--- config.mk ---
export PLATFORM = sky130hd
export DESIGN_NAME = uart_rx_err_classifier
export DESIGN_NICKNAME = d
export VERILOG_FILES = /design/src/rtl/rxe_pkg.sv /design/src/rtl/rxe_voter.sv /design/src/rtl/rxe_satcnt.sv /design/src/rtl/uart_rx_err_classifier.sv
export SDC_FILE = /design/constraint.sdc
export NUM_CORES = 1
export LEC_CHECK = 0
export BUFFER_PORTS_ARGS = -buffer_cell sky130_fd_sc_hd__buf_2
export CAP_MARGIN = 25
export CORE_MARGIN = 2
export CORE_UTILIZATION = 45
export CTS_BUF_LIST = sky130_fd_sc_hd__clkbuf_8
export DETAILED_ROUTE_END_ITERATION = 8
export PLACE_DENSITY = 0.79
export SLEW_MARGIN = 40
export SYNTH_ARGS = -nofsm -noshare
export SYNTH_HDL_FRONTEND = slang
export SYNTH_SLANG_ARGS = --single-unit
--- constraint.sdc ---
create_clock -name clk -period 6.3 [get_ports clk]
set_clock_uncertainty 0.1 [all_clocks]
set_input_delay 0.315 -clock clk [delete_from_list [all_inputs] [get_ports clk]]
set_output_delay 0.315 -clock clk [all_outputs]
set_load 0.01 [all_outputs]
--- src/rtl/rxe_pkg.sv ---
package rxe_pkg;
    typedef enum logic [1:0] {
        ST_RUN,
        ST_HUNT,
        ST_BRK,
        ST_BRKP
    } rxe_state_t;

    typedef enum logic [2:0] {
        CL_OK,
        CL_CD,
        CL_BR,
        CL_OV,
        CL_FR,
        CL_PR,
        CL_SILENT
    } rxe_class_t;
endpackage

--- src/rtl/rxe_voter.sv ---
module rxe_voter #(
    parameter int N = 9
) (
    input  logic [3*N-1:0] smp,
    output logic [N-1:0]   bit_val,
    output logic           noisy
);
    logic [N-1:0] disagree;

    for (genvar i = 0; i < N; i++) begin : g_bit
        logic a, b, c;
        assign a = smp[3*i];
        assign b = smp[3*i+1];
        assign c = smp[3*i+2];
        assign bit_val[i]  = (a & b) | (a & c) | (b & c);
        assign disagree[i] = (a ^ b) | (b ^ c);
    end

    assign noisy = |disagree;
endmodule

--- src/rtl/rxe_satcnt.sv ---
module rxe_satcnt #(
    parameter int W = 16
) (
    input  logic         clk,
    input  logic         rst_n,
    input  logic         clr,
    input  logic         inc,
    output logic [W-1:0] cnt
);
    localparam logic [W-1:0] MAXV = {W{1'b1}};

    always_ff @(posedge clk or negedge rst_n) begin
        if (!rst_n)
            cnt <= '0;
        else if (clr)
            cnt <= '0;
        else if (inc && cnt != MAXV)
            cnt <= cnt + 1'b1;
    end

    // counter holds at all ones
    a_r12_saturate: assert property (@(posedge clk) disable iff (!rst_n)
        (cnt == MAXV && !clr) |=> cnt == MAXV);
    // synchronous clear
    a_r12_clear: assert property (@(posedge clk) disable iff (!rst_n)
        clr |=> cnt == '0);
    // never decreases without clear
    a_r12_monotonic: assert property (@(posedge clk) disable iff (!rst_n)
        !clr |=> cnt >= $past(cnt));
endmodule

--- src/rtl/uart_rx_err_classifier.sv ---
module uart_rx_err_classifier
    import rxe_pkg::*;
#(
    parameter int DATA_BITS = 8,
    parameter int CNT_W     = 16
) (
    input  logic                   clk,
    input  logic                   rst_n,
    input  logic                   cnt_clr,
    input  logic                   chr_valid,
    input  logic [3*DATA_BITS-1:0] data_smp,
    input  logic [2:0]             stop_smp,
    input  logic                   par_err,
    input  logic                   cd_lost,
    input  logic                   fifo_full,
    input  logic                   sync_mode,
    input  logic                   rzs_en,
    input  logic                   multidrop,
    input  logic                   addr_match,
    input  logic                   irq_en,
    output logic                   st_valid,
    output logic [DATA_BITS-1:0]   st_data,
    output logic                   wr_char,
    output logic                   st_cd,
    output logic                   st_br,
    output logic                   st_ov,
    output logic                   st_fr,
    output logic                   st_pr,
    output logic                   st_nz,
    output logic                   close_buf,
    output logic                   irq,
    output logic                   resync,
    output logic                   hunt,
    output logic [CNT_W-1:0]       cnt_par,
    output logic [CNT_W-1:0]       cnt_frm,
    output logic [CNT_W-1:0]       cnt_nse,
    output logic [CNT_W-1:0]       cnt_brk
);
    localparam int NB = DATA_BITS + 1;

    rxe_state_t            state, nstate;
    rxe_class_t            cls;
    logic                  do_resync;
    logic [NB-1:0]         bits;
    logic                  noisy;
    logic [DATA_BITS-1:0]  dat;
    logic                  stop_bit, is_brk, rzs, take, nz_ev;

    rxe_voter #(.N(NB)) u_vote (
        .smp     ({stop_smp, data_smp}),
        .bit_val (bits),
        .noisy   (noisy)
    );

    assign dat      = bits[DATA_BITS-1:0];
    assign stop_bit = bits[DATA_BITS];
    assign is_brk   = (dat == '0) && !stop_bit;
    assign rzs      = sync_mode && rzs_en;
    assign hunt     = (state == ST_HUNT);

    // decision and next state
    always_comb begin
        cls       = CL_SILENT;
        nstate    = state;
        do_resync = 1'b0;
        unique case (state)
            ST_HUNT: begin
                if (addr_match) nstate = ST_RUN;             // rejoin
            end
            ST_RUN, ST_BRK, ST_BRKP: begin
                if (chr_valid) begin
                    if (cd_lost) begin
                        cls    = CL_CD;
                        nstate = multidrop ? ST_HUNT : ST_RUN;   // abort / resume
                    end else if (is_brk) begin
                        if (state == ST_BRK) begin
                            cls    = CL_SILENT;
                            nstate = ST_BRK;                      // brk_hold
                        end else if (rzs && state != ST_BRKP) begin
                            cls       = CL_FR;
                            do_resync = 1'b1;
                            nstate    = ST_BRKP;                  // brk_arm
                        end else begin
                            cls    = CL_BR;
                            nstate = ST_BRK;                      // brk_enter
                        end
                    end else if (fifo_full) begin
                        cls    = CL_OV;
                        nstate = multidrop ? ST_HUNT : ST_RUN;
                    end else if (!stop_bit) begin
                        cls       = CL_FR;
                        do_resync = rzs;
                        nstate    = (multidrop && !rzs) ? ST_HUNT : ST_RUN;
                    end else if (par_err) begin
                        cls    = CL_PR;
                        nstate = multidrop ? ST_HUNT : ST_RUN;
                    end else begin
                        cls    = CL_OK;
                        nstate = ST_RUN;
                    end
                end
            end
        endcase
    end

    assign take  = (cls != CL_SILENT);
    assign nz_ev = take && (cls != CL_CD) && !sync_mode && noisy;

    // state register
    always_ff @(posedge clk or negedge rst_n) begin
        if (!rst_n) state <= ST_RUN;
        else        state <= nstate;
    end

    // registered outputs
    always_ff @(posedge clk or negedge rst_n) begin
        if (!rst_n) begin
            st_valid  <= 1'b0;
            st_data   <= '0;
            wr_char   <= 1'b0;
            st_cd     <= 1'b0;
            st_br     <= 1'b0;
            st_ov     <= 1'b0;
            st_fr     <= 1'b0;
            st_pr     <= 1'b0;
            st_nz     <= 1'b0;
            close_buf <= 1'b0;
            irq       <= 1'b0;
            resync    <= 1'b0;
        end else begin
            st_valid  <= take;
            st_data   <= dat;
            wr_char   <= (cls == CL_OK) || (cls == CL_OV) ||
                         (cls == CL_FR) || (cls == CL_PR);
            st_cd     <= (cls == CL_CD);
            st_br     <= (cls == CL_BR);
            st_ov     <= (cls == CL_OV);
            st_fr     <= (cls == CL_FR);
            st_pr     <= (cls == CL_PR);
            st_nz     <= nz_ev;
            close_buf <= take && (cls != CL_OK);
            irq       <= take && (cls != CL_OK) && irq_en;
            resync    <= do_resync;
        end
    end

    rxe_satcnt #(.W(CNT_W)) u_cpar (.clk(clk), .rst_n(rst_n), .clr(cnt_clr),
                                    .inc(cls == CL_PR), .cnt(cnt_par));
    rxe_satcnt #(.W(CNT_W)) u_cfrm (.clk(clk), .rst_n(rst_n), .clr(cnt_clr),
                                    .inc(cls == CL_FR), .cnt(cnt_frm));
    rxe_satcnt #(.W(CNT_W)) u_cnse (.clk(clk), .rst_n(rst_n), .clr(cnt_clr),
                                    .inc(nz_ev), .cnt(cnt_nse));
    rxe_satcnt #(.W(CNT_W)) u_cbrk (.clk(clk), .rst_n(rst_n), .clr(cnt_clr),
                                    .inc(cls == CL_BR), .cnt(cnt_brk));

    // fatal classes are exclusive
    a_r8_one_fatal: assert property (@(posedge clk) disable iff (!rst_n)
        $onehot0({st_cd, st_br, st_ov, st_fr, st_pr}));
    // carrier loss discards the character
    a_r2_cd_no_write: assert property (@(posedge clk) disable iff (!rst_n)
        st_cd |-> !wr_char && close_buf);
    // interrupt needs a close and an enabled mask
    a_r9_irq_gated: assert property (@(posedge clk) disable iff (!rst_n)
        irq |-> close_buf && $past(irq_en));
    // no noise in synchronous mode
    a_r7_nz_async: assert property (@(posedge clk) disable iff (!rst_n)
        st_nz |-> !$past(sync_mode));
    // HUNT emits nothing
    a_r10_hunt_silent: assert property (@(posedge clk) disable iff (!rst_n)
        hunt |=> !st_valid);
    // multidrop fatal errors enter HUNT
    a_r10_md_hunt: assert property (@(posedge clk) disable iff (!rst_n)
        (st_valid && $past(multidrop) && (st_cd || st_ov || st_pr)) |-> hunt);
    // status follows a presented character
    a_r13_follows: assert property (@(posedge clk) disable iff (!rst_n)
        st_valid |-> $past(chr_valid));
endmodule

**Word-level counts from Yosys, hierarchy flattened**

Cells that the tools add are included.

- ROM bits: 0
- Memories: 0
- Memory bits (writable): 0
- Latch bits: 0
- Register bits: 85

- Div/mod/pow operators: 0
- Equal/unequal tests: 17
- Order comparisons: 0
- Reduce and logical (&&, ||, !) cells: 30
- Shift-type cells: 0
- Muxes and demuxes: 37
- $mul: 0
- Add/subtract/negate cells: 4
- Bitwise gates (word level): 72

Operator list:

| cell | count |
|---|---|
| 16-bit two-way mux | 8 |
| 16-bit by 1-bit adder with 16-bit output (second input constant) | 4 |
| 16-bit != test (second input constant) | 4 |
| 1-bit bitwise AND | 27 |
| 3-bit two-way mux | 9 |
| 1-bit OR | 27 |
| 1-bit bitwise XOR | 18 |
| 1-bit two-way mux | 15 |
| 1-bit logical AND | 13 |
| 9-bit OR reduction | 1 |
| 8-bit zero test | 1 |
| 2-bit two-way mux | 4 |
| 2-bit nonzero test | 4 |
| 3-bit by 2-bit == test with 1-bit output (second input constant) | 2 |
| 3-bit == test (second input constant) | 2 |
| 2-bit != test (second input constant) | 3 |
| 2-bit == test (second input constant) | 2 |
| 2-bit one-hot mux with 2 select lines | 1 |
| 3-bit by 1-bit == test with 1-bit output (second input constant) | 1 |
| 1-bit zero test | 3 |
| 3-bit zero test | 1 |
| 1-bit logical OR | 3 |
| 3-bit by 1-bit != test with 1-bit output (second input constant) | 1 |
| 3-bit != test (second input constant) | 1 |
| other kinds (5) | 5 |

**Longest topological paths before layout**

Gate-level depths: netlist of the first run.

- Depth after elaboration: 16
- Mapped depth: 10

**By module**

A second synthesis of the first run with hierarchy kept.

- Cell total of the unflattened synthesis: 494
- Area total of the unflattened synthesis: 4,998.5 um^2

Modules (own cells, without submodules):

| module | instances | cells each | area each (um^2) |
|---|---|---|---|
| rxe_satcnt at u_cbrk ... | 3 | 98 | 942.2 |
| rxe_satcnt at u_cpar | 1 | 94 | 930.9 |
| uart_rx_err_classifier | 1 | 73 | 898.4 |
| rxe_voter | 1 | 33 | 342.8 |

**Worst setup path before layout of the first run**

OpenSTA, ideal clock, no wires.

- Path kind: input -> register
- From: input data_smp[9]
- To: register u_cbrk.cnt[10]
- Stages: 9
- Path buffers: 2
- Arrival time: 2.559 ns
- Path slack: 3.517 ns
- Cells stage by stage: ha_1 a211o_1 or4_4 buf_6 nor3_4 nand3_1 clkbuf_1 nor4_1 mux2_2

- Cells in the longest elaborated chain, start to end: 12
- Elaborated cells between the ends (all ways): 13
- Classes of those cells: 1 x eq/ne; 4 x mux; 4 x bitwise; 4 x reduce/logical

RTL lines:

| element | RTL line | text |
|---|---|---|
| start: declaration | uart_rx_err_classifier.sv:11 | `input logic [3*DATA_BITS-1:0] data_smp,` |
| 1-bit bitwise AND | rxe_voter.sv:15 | `assign bit_val[i] = (a & b) \| (a & c) \| (b & c);` |
| 1-bit OR (*) (2 in series) | rxe_voter.sv:15 |  |
| named net bits[3] | uart_rx_err_classifier.sv:44 | `logic [NB-1:0] bits;` |
| 8-bit zero test (*) | uart_rx_err_classifier.sv:57 | `assign is_brk = (dat == '0) && !stop_bit;` |
| 1-bit logical AND (*) | uart_rx_err_classifier.sv:57 |  |
| 3-bit two-way mux (*) | uart_rx_err_classifier.sv:75 | `end else if (is_brk) begin` |
| 3-bit two-way mux (*) | uart_rx_err_classifier.sv:72 | `if (cd_lost) begin` |
| 3-bit two-way mux (*) | uart_rx_err_classifier.sv:71 | `if (chr_valid) begin` |
| 3-bit two-way mux (*) | uart_rx_err_classifier.sv:66 | `unique case (state)` |
| 3-bit by 2-bit == test with 1-bit output (*) | uart_rx_err_classifier.sv:154 | `.inc(cls == CL_BR), .cnt(cnt_brk));` |
| 1-bit logical AND (*) | rxe_satcnt.sv:17 | `else if (inc && cnt != MAXV)` |
| 2-bit nonzero test (no source line) (*) | -- |  |
| end signal: assignment | rxe_satcnt.sv:18 | `cnt <= cnt + 1'b1;` |
| end: declaration | rxe_satcnt.sv:8 | `output logic [W-1:0] cnt` |

The timed path passes the listed nets; every way through them passes the cells marked *.
A chain may end at the register's enable or synchronous reset.

**Final worst setup path of the first run**

Ends and elaborated chain as after synthesis.

==> metrics.md, run 1 <==
| Metric | Value |
|---|---|
| Outcome | `finished, final reports clean` |
| Startpoint type of the worst setup path | `input pin` |
| Cell Int Power | `0.0007753 W` |
| Root Buffer Master | `sky130_fd_sc_hd__clkbuf_8` |
| VDD IR-drop max | `between 0.08 and 0.09 mV` |
| Setup CP Type | `input pin to flip-flop` |
| Detailed-route wire length per cell | `14.75 microns` |
| Initial core utilization | `between 40% and 50%` |
| HP Class | `input pin to flip-flop` |
| Peak clock frequency supported by timing | `approximately 330 MHz` |
| Number of antenna violations at the first check in global routing | `0` |
| Fraction of layout cells with a size suffix above 1 | `around a quarter` |
| Count of inserted antenna diode cells | `0` |
| Filler Cell Count | `approximately 900` |
| Mapped cell area | `roughly 4600 sq um` |
| Period utilisation layout | `47.98%` |
| Number of buffers created by CTS | `9` |
| Final design area excluding fillers | `between 5000 and 6000 sq um` |
| Share of synthesized area occupied by flip-flops and latches | `between 40% and 50%` |
| Buffering stage count on the worst path with inverters included | `1` |
| Combinational fraction of design power | `under 10%` |
| Area contributors post-synth | `sky130_fd_sc_hd__dfrtp_1, sky130_fd_sc_hd__ha_1, sky130_fd_sc_hd__nor2_1` |
| Final number of hold-violating endpoints | `0` |
| Critical-path cell list | `buf_2 -> ha_1 -> a211o_1 -> or4_4 -> nor3_4 -> nand3_1 -> nor4_1 -> mux2_2` |
| # clock sinks | `85` |
| Overall fraction of global-route tracks in use | `19.61%` |
| Switching fraction of total power | `25.46%` |
| Vias in the first global route | `3813` |
| Maximum clock insertion buffer count | `2` |
| Starting DRT DRC Count | `between 150 and 200` |
| Clock transition at the registers of the reported paths | `roughly 0.090 ns` |
| End-of-flow core utilization | `55.98%` |
| Setup repair after global routing missed its margin | `no` |
| Final net count | `between 600 and 700` |
| Number of core rows | `36` |
| Proportion of netlist area held by the largest area contributor | `approximately 47%` |
| Summed negative setup slack over all endpoints | `0 ns` |
| Arrival time reported for the critical path endpoint | `3.16 ns` |
| Launch instance of the worst min-delay path | `irq_en` |
| Floorplan core area | `between 9000 and 10000 sq um` |
| Number of hold buffers added after CTS | `1` |
| Critical path launch point | `data_smp[9]` |
| Top library cells by usage in the layout, fill and taps aside | `sky130_fd_sc_hd__buf_2, sky130_fd_sc_hd__dfrtp_1, sky130_fd_sc_hd__nor2_1, sky130_fd_sc_hd__nand3_1, sky130_fd_sc_hd__nand2_1` |
| P_sw | `~0.00026 W` |
| DRC violation count after routing | `0` |
| Growth of design area from synthesis to finish | `20.55%` |
| Post-route ant nets | `0` |
| Flip-flop and latch count after synthesis | `between 80 and 90` |
| Gpl congestion | `just under 0.9` |
| Number of enable-type register cells in the synthesized netlist | `0` |
| Die H | `between 100 and 150 microns` |
| Share of power burned in the clock network | `a little over a third` |
| First-pass GRT wire length | `17780 microns` |
| Syn avg cell area | `slightly below 10 sq um` |
| Number of gates resized after cts | `0` |
| Later-pin clock latency in the skew report | `0.35 ns` |
| Cell accounting for the most synthesized area | `sky130_fd_sc_hd__dfrtp_1` |
| Max-cap violations | `0` |
| Via count normalized by instance count | `between 5 and 6` |
| Count of distinct cell types in the synthesized netlist | `52` |
| Pin count of the biggest net entering global routing | `between 80 and 90` |
| Power per cell area | `approximately 190 nW/um^2` |
| Slew margin rel. | `~48%` |
| Critical Path Max Stage Delay | `0.61 ns` |
| Leakage power figure | `2.660 nW` |
| # H-tree levels | `3` |
| Biggest fanout along the worst timing path | `22` |
| Full die area | `between 10000 and 15000 sq um` |
| Fraction of registers with async set/reset | `between 90% and 100%` |
| Remaining global-route overflow | `0` |
| Net count of the mapped netlist | `around 530` |
| Most common cell after layout, fill and taps aside | `sky130_fd_sc_hd__buf_2` |
| Required time at the worst-slack endpoint | `approximately 6.4 ns` |
| Sequential power share | `53.9%` |
| CTS tree | `built` |
| Input/output buffers | `122` |
| Detailed-router iteration count before antenna repair | `4` |
| Post-synthesis instance total | `between 400 and 500` |
| Width of the chip | `104.7 microns` |
| Fin. max-slew vios | `0` |
| Category of cells accounting for the largest share of critical-path delay | `simple AND/OR/NAND/NOR gates` |
| Number of warnings reported in the yosys synthesis log | `0` |
| Number of vias in the routed layout | `3964` |
| Reg2Reg Launch Point | `state[1]` |
| Ys flop type | `sky130_fd_sc_hd__dfrtp_1` |
| Setup Fix Bufs, Post-CTS | `0` |
| Count of endpoints failing setup in the final report | `0` |
| Crit-path slowest cell | `sky130_fd_sc_hd__or4_4` |
| Power, Total | `approximately 0.0010 W` |
| Slew @ Worst Pin | `~0.78 ns` |
| Total detailed-routing wirelength | `~11000 microns` |
| Detailed Place HPWL | `7703 microns` |
| Final Critical Period | `roughly 3.0 ns` |
| Ports placed on the boundary | `between 100 and 150` |
| Worst setup EP type | `flip-flop` |
| Instance area after placement | `~5300 sq um` |
-- cell type report --
cell class	instances	area (sq um)	share of cell area, %
multi-input cells	354	2330	42.39
well taps	133	166.4	3.028
clock buffers	9	123.9	2.254
inverters	10	37.54	0.6829
flip-flops and latches	85	2127	38.70
clock inverters	7	67.56	1.229
repair buffers	125	644.4	11.72
-- registers in the layout, indices dropped and copies added (netlist names), 2 cells and up --
signal,cells
u_cfrm.cnt,16
state,2
st_data,8
u_cbrk.cnt,16
u_cnse.cnt,16
u_cpar.cnt,16
-- power groups by stage --
stage / clock [W] / combinational, W / sequential [W]
2_1_floorplan: 0 / 0.0000470 / 0.000576
3_3_place_gp: 0 / 0.0000996 / 0.000570
3_5_place_dp: 0 / 0.000103 / 0.000571
4_1_cts: 0.000389 / 0.000104 / 0.000560
5_1_grt: 0.000412 / 0.000115 / 0.000562
6_report: 0.000378 / 0.000102 / 0.000560
-- metal layers --
layer,up-vias,GRT usage (%),part of all wire [%]
met2,121,32.31,47
li1,1931,-,-
met1,1896,25.63,46
met3,16,4.492,6.0
met4,0,6.476,1.5
met5,-,0,0
-- cells by family (layout without fill, tap and decap cells) --
kind of cell	Yosys count	after routing	synth area share [%]
XOR/XNOR	31	31	5.955
adder cells (fa/ha/maj)	22	22	6.037
AO/OA/AOI/OAI	71	71	10.65
flip-flops	85	85	46.65
multiplexers	9	9	2.086
buffers and inverters	28	151	2.497
AND/OR/NAND/NOR	221	221	26.12
-- synthesized netlist by cell type (all sizes together) (15+ instances only) --
master	instances
nor3	15
dfrtp	85
clkbuf	17
xor2	16
nor4	17
nand3	28
nand2	25
o21ai	16
nor2	63
ha	22
or3	15
xnor2	15
a21oi	24
-- stage by stage --
step                      cells  setup slack (ns)  hold slack, ns
after floorplan             467             3.517        -0.08059
after global placement      705             2.968          0.4302
after detailed placement    706             2.906          0.3361
after CTS                   723             3.283         0.06267
after global routing        723             3.000         0.06775
final                       723             3.277         0.07656
-- worst paths after layout --
path | endpoint | slack, ns | cells after the start
worst max-delay path | u_cbrk.cnt[10] | 3.28 | 8
worst min-delay path | irq | 0.08 | 2
worst max register to register | u_cbrk.cnt[10] | 3.30 | 7
worst min register to register | u_cnse.cnt[5] | 0.47 | 2
max in group asynchronous | u_cpar.cnt[9] | 5.18 | 2
min in group asynchronous | u_cfrm.cnt[8] | 0.45 | 2
(Power assumes the default switching activity.)
==> run 2: changes to the inputs <==
--- a/config.mk
+++ b/config.mk
@@ -5,13 +5,14 @@
 export SDC_FILE = /design/constraint.sdc
 export NUM_CORES = 1
 export LEC_CHECK = 0
+export ABC_AREA = 1
 export BUFFER_PORTS_ARGS = -buffer_cell sky130_fd_sc_hd__buf_2
 export CAP_MARGIN = 25
 export CORE_MARGIN = 2
 export CORE_UTILIZATION = 45
 export CTS_BUF_LIST = sky130_fd_sc_hd__clkbuf_8
 export DETAILED_ROUTE_END_ITERATION = 8
-export PLACE_DENSITY = 0.79
+export PLACE_DENSITY = 0.8
 export SLEW_MARGIN = 40
 export SYNTH_ARGS = -nofsm -noshare
 export SYNTH_HDL_FRONTEND = slang
==> constraint.sdc (replaced) <==
create_clock -name clk -period 2.7 [get_ports clk]
set_clock_uncertainty 0.1 [all_clocks]
set_input_delay 0.135 -clock clk [delete_from_list [all_inputs] [get_ports clk]]
set_output_delay 0.135 -clock clk [all_outputs]
set_load 0.01 [all_outputs]
==> run 2 against run 1 <==
Net effect:
- hold slack got worse by 0.032 ns
- setup slack got worse by 3.1 ns
- combinational power rose to 5.0 times the previous value
- first-iteration DRC count is 100% higher
- global-route usage increased by 1.7 points
- die area grew 17%
- sequential power is 140% higher
- via count is 28% higher
- clock-buffer cell count grew 2
- synthesized area increased by 18%
- critical endpoint is now u_cfrm.cnt[8]
- cell count increased by 35%
==> metrics.md, run 2 <==
| Metric | Value |
|---|---|
| Outcome | `finished, final reports clean` |
| Count of cells along the worst hold path | `4 (+2)` |
| Net count of the mapped netlist | `748 (+42%)` |
| Starting DRT DRC Count | `318 (+100%)` |
| Arrival time reported for the critical path endpoint | `2.67 ns (-0.49 ns)` |
| Sink of the worst hold path | `state[1]` |
| Category of cells accounting for the largest share of critical-path delay | `simple AND/OR/NAND/NOR gates` |
| Initial core utilization | `46.58% (+0.14 points)` |
| Vias in the first global route | `4632 (+21%)` |
| Setup CP Type | `input pin to flip-flop` |
| Detailed Place HPWL | `9366 microns (+22%)` |
| Required time at the worst-slack endpoint | `2.90 ns (-3.54 ns)` |
| Proportion of netlist area held by the largest area contributor | `39.49% (-7.2 points)` |
| Fin. max-slew vios | `0 (unchanged)` |
| Post-synthesis instance total | `687 (+47%)` |
| Via count normalized by instance count | `5.217 (-4.9%)` |
| Setup slack on the worst flop-to-flop path | `0.45 ns (-2.85 ns)` |
| Max-cap violations | `0 (unchanged)` |
| Startpoint type of the worst setup path | `input pin` |
| Final number of hold-violating endpoints | `0 (unchanged)` |
| Cell accounting for the most synthesized area | `sky130_fd_sc_hd__dfrtp_1` |
| Number of core rows | `39 (+8.3%)` |
| Buffering stage count on the worst path with inverters included | `6 (+5)` |
| Slew @ Worst Pin | `0.7039 ns (-0.07292 ns)` |
| Period utilisation layout | `between 90% and 100%` |
| Number of warnings reported in the yosys synthesis log | `0 (unchanged)` |
| Pin count of the biggest net entering global routing | `49 (-43%)` |
| Final net count | `887 (+37%)` |
| Final worst hold slack | `0.04429 ns (-0.03227 ns)` |
| Post-route ant nets | `0 (unchanged)` |
| Die H | `113.4 microns (+8.4%)` |
| Ys flop type | `sky130_fd_sc_hd__dfrtp_1` |
| Final instance count without filler cells | `974 (+35%)` |
| Detailed-route wire length per cell | `13.58 microns (-7.9%)` |
| Leakage power figure | `3.534 nW (+33%)` |
| Setup repair after global routing missed its margin | `no` |
| # clock sinks | `85 (unchanged)` |
| Full die area | `12860 sq um (+17%)` |
| First-pass GRT wire length | `22380 microns (+26%)` |
| Area contributors post-synth | `sky130_fd_sc_hd__dfrtp_1, sky130_fd_sc_hd__nand2_1, sky130_fd_sc_hd__nand3_1` |
| Total detailed-routing wirelength | `13230 microns (+24%)` |
| Floorplan core area | `11560 sq um (+18%)` |
| Count of endpoints failing setup in the final report | `0 (unchanged)` |
| # H-tree levels | `3 (unchanged)` |
| Crit-path slowest cell | `sky130_fd_sc_hd__dlygate4sd3_1` |
| Ranking of synthesized cells by instance count | `sky130_fd_sc_hd__nand2_1, sky130_fd_sc_hd__nand3_1, sky130_fd_sc_hd__dfrtp_1` |
| Biggest fanout along the worst timing path | `17 (-23%)` |
| Count of inserted antenna diode cells | `0 (unchanged)` |
| Number of antenna violations at the first check in global routing | `0 (unchanged)` |
| Width of the chip | `113.4 microns (+8.4%)` |
| Root Buffer Master | `sky130_fd_sc_hd__clkbuf_8` |
| Critical Path Max Stage Delay | `0.55 ns (-0.06 ns)` |
| Most common cell after layout, fill and taps aside | `sky130_fd_sc_hd__nand2_1` |
| Clock transition at the registers of the reported paths | `0.09 ns (about the same)` |
| HP Class | `input pin to flip-flop` |
| Summed negative setup slack over all endpoints | `0 ns (unchanged)` |
| Placed insts | `937 (+33%)` |
| Launch instance of the worst min-delay path | `chr_valid` |
| Filler Cell Count | `1034 (+13%)` |
| Top library cells by usage in the layout, fill and taps aside | `sky130_fd_sc_hd__nand2_1, sky130_fd_sc_hd__buf_2, sky130_fd_sc_hd__nand3_1, sky130_fd_sc_hd__dfrtp_1` |
| Worst setup EP type | `flip-flop` |
| Number of vias in the routed layout | `5081 (+28%)` |
| Area of combinational cells with multiple inputs | `2893 sq um (+24%)` |
| Gpl congestion | `0.9086 (+4.0%)` |
| Maximum clock insertion buffer count | `2 (unchanged)` |
| Fraction of registers with async set/reset | `100.0% (unchanged)` |
| Final Critical Period | `about 2.5 ns` |
| Peak clock frequency supported by timing | `roughly 400 MHz` |
| Power per cell area | `438.1 nW/um^2 (+130%)` |
| Mapped cell area | `5386 sq um (+18%)` |
| Number of enable-type register cells in the synthesized netlist | `0 (unchanged)` |
| Number of buffers created by CTS | `9 (unchanged)` |
| Area used by sequential logic in the layout | `2127 sq um (unchanged)` |
| Input/output buffers | `122 (unchanged)` |
| Ports placed on the boundary | `123 (unchanged)` |
| Worst r2r path cells | `11 (+4)` |
| Slew margin rel. | `53.02% (+5.2 points)` |
| Critical-path cell list | `dlygate4sd3_1 -> buf_2 -> ha_1 -> inv_1 -> nand3_2 -> nor2_1 -> inv_1 -> nor2_4 -> nand2_2 -> nand2_1 -> nand3_2 -> nand2_4 -> inv_4 -> nor2_8 -> nand2_4 -> inv_4 -> nand3b_1 -> nand2_1` |
| Growth of design area from synthesis to finish | `22.37%` |
| Flip-flop and latch count after synthesis | `85 (unchanged)` |
| VDD IR-drop max | `0.2177 mV (+150%)` |
| Later-pin clock latency in the skew report | `0.36 ns (about the same)` |
| CTS tree | `built` |
| Reg2Reg Launch Point | `u_cbrk.cnt[0]` |
| Remaining global-route overflow | `0 (unchanged)` |
| Syn avg cell area | `7.840 sq um (-20%)` |
| Overall fraction of global-route tracks in use | `21.27% (+1.7 points)` |
| Count of distinct cell types in the synthesized netlist | `41 (-21%)` |
| Detailed-router iteration count before antenna repair | `5 (+1)` |
| DRC violation count after routing | `0 (unchanged)` |
| Most common cell in the synthesized netlist | `sky130_fd_sc_hd__nand2_1` |
| Destination of the worst register-to-register timing path | `u_cbrk.cnt[4]` |
| Fraction of layout cells with a size suffix above 1 | `22.14% (-4.3 points)` |
| Share of synthesized area occupied by flip-flops and latches | `39.49% (-7.2 points)` |
[run 2: cell types whose count changed after synthesis, moves of 9 or more]
cell,before,now
sky130_fd_sc_hd__xnor2_1,15,5
sky130_fd_sc_hd__nand3_1,28,98
sky130_fd_sc_hd__xor2_1,16,40
sky130_fd_sc_hd__clkbuf_1,16,4
sky130_fd_sc_hd__or3_1,15,1
sky130_fd_sc_hd__nand2_1,25,158
sky130_fd_sc_hd__nand4_1,13,28
sky130_fd_sc_hd__nor4_1,15,6
sky130_fd_sc_hd__nand3b_1,2,12
sky130_fd_sc_hd__a211o_1,9,0
sky130_fd_sc_hd__or4_1,9,0
sky130_fd_sc_hd__inv_1,10,65
sky130_fd_sc_hd__a21oi_1,24,6
[run 2: stage by stage]
stage	instance area, sq um	total power [W]	util, %	setup slack (ns)
after floorplan	5386	0.001671	-	0.6384
after global placement	6113	0.001832	52.86	0.3980
after detailed placement	6113	0.001844	52.86	0.3568
after CTS	6539	0.002891	56.54	0.1956
after global routing	6591	0.003031	56.99	0.02356
final	6591	0.002888	56.99	0.2250
[run 2: kinds of logic (layout without fill, tap and decap cells)]
family,after synthesis,count (layout),share of synthesized area [%]
buffers and inverters,91,235,7.363
adder cells (fa/ha/maj),22,22,5.110
flip-flops,85,85,39.49
XOR/XNOR,45,45,7.317
AO/OA/AOI/OAI,29,29,3.252
AND/OR/NAND/NOR,415,415,37.47
[run 2: cell type report]
type,count,share of cell area (%)
Clock buffer,11,2.297
Clock inverter,5,1.120
Inverter,68,3.967
Multi-Input combinational cell,511,43.89
Sequential cell,85,32.27
Tap cell,143,2.715
Timing Repair Buffer,151,13.74
[run 2: where the power goes]
| group | internal [W] | leakage (nW) | switching [W] | total (W) |
|---|---|---|---|---|
| Sequential | 0.00132 | 1.15 | 0.0000334 | 0.00136 |
| Clock | 0.000566 | 0.121 | 0.000452 | 0.00102 |
| Combinational | 0.000187 | 2.26 | 0.000327 | 0.000514 |
[run 2: metal layers]
metal	up-vias	share of wire [%]	global-route usage (%)
met3	22	4.8	3.082
met4	0	1.8	7.317
met2	142	48	33.93
li1	2538	-	-
met1	2379	46	29.87
met5	-	0	0
[run 2: worst max-delay path by stage]
stage	from	end	slack (ns)	cells after the start
CTS	data_smp[3]	u_cnse.cnt[12]	0.20	15
detailed placement	data_smp[1]	u_cnse.cnt[12]	0.36	14
floorplan	u_cnse.cnt[0]	u_cnse.cnt[0]	0.64	12
finish	data_smp[0]	u_cfrm.cnt[8]	0.22	18
global placement	data_smp[4]	u_cnse.cnt[9]	0.40	14
global route	data_smp[20]	u_cfrm.cnt[10]	0.02	18
[run 2: repair_timing]
item,CTS,global route
resized for setup,0,5
setup endpoints to repair,0,20
buffers inserted,0,1
hold buffers,20,0
hold endpoints to repair,47,0
[run 2: tightest hold or removal path, delay by kind of cell]
kind / cells / cell delay, ns
simple gates: 2 / 0.17
compound gates: 1 / 0.07
buf+inv: 1 / 0.09
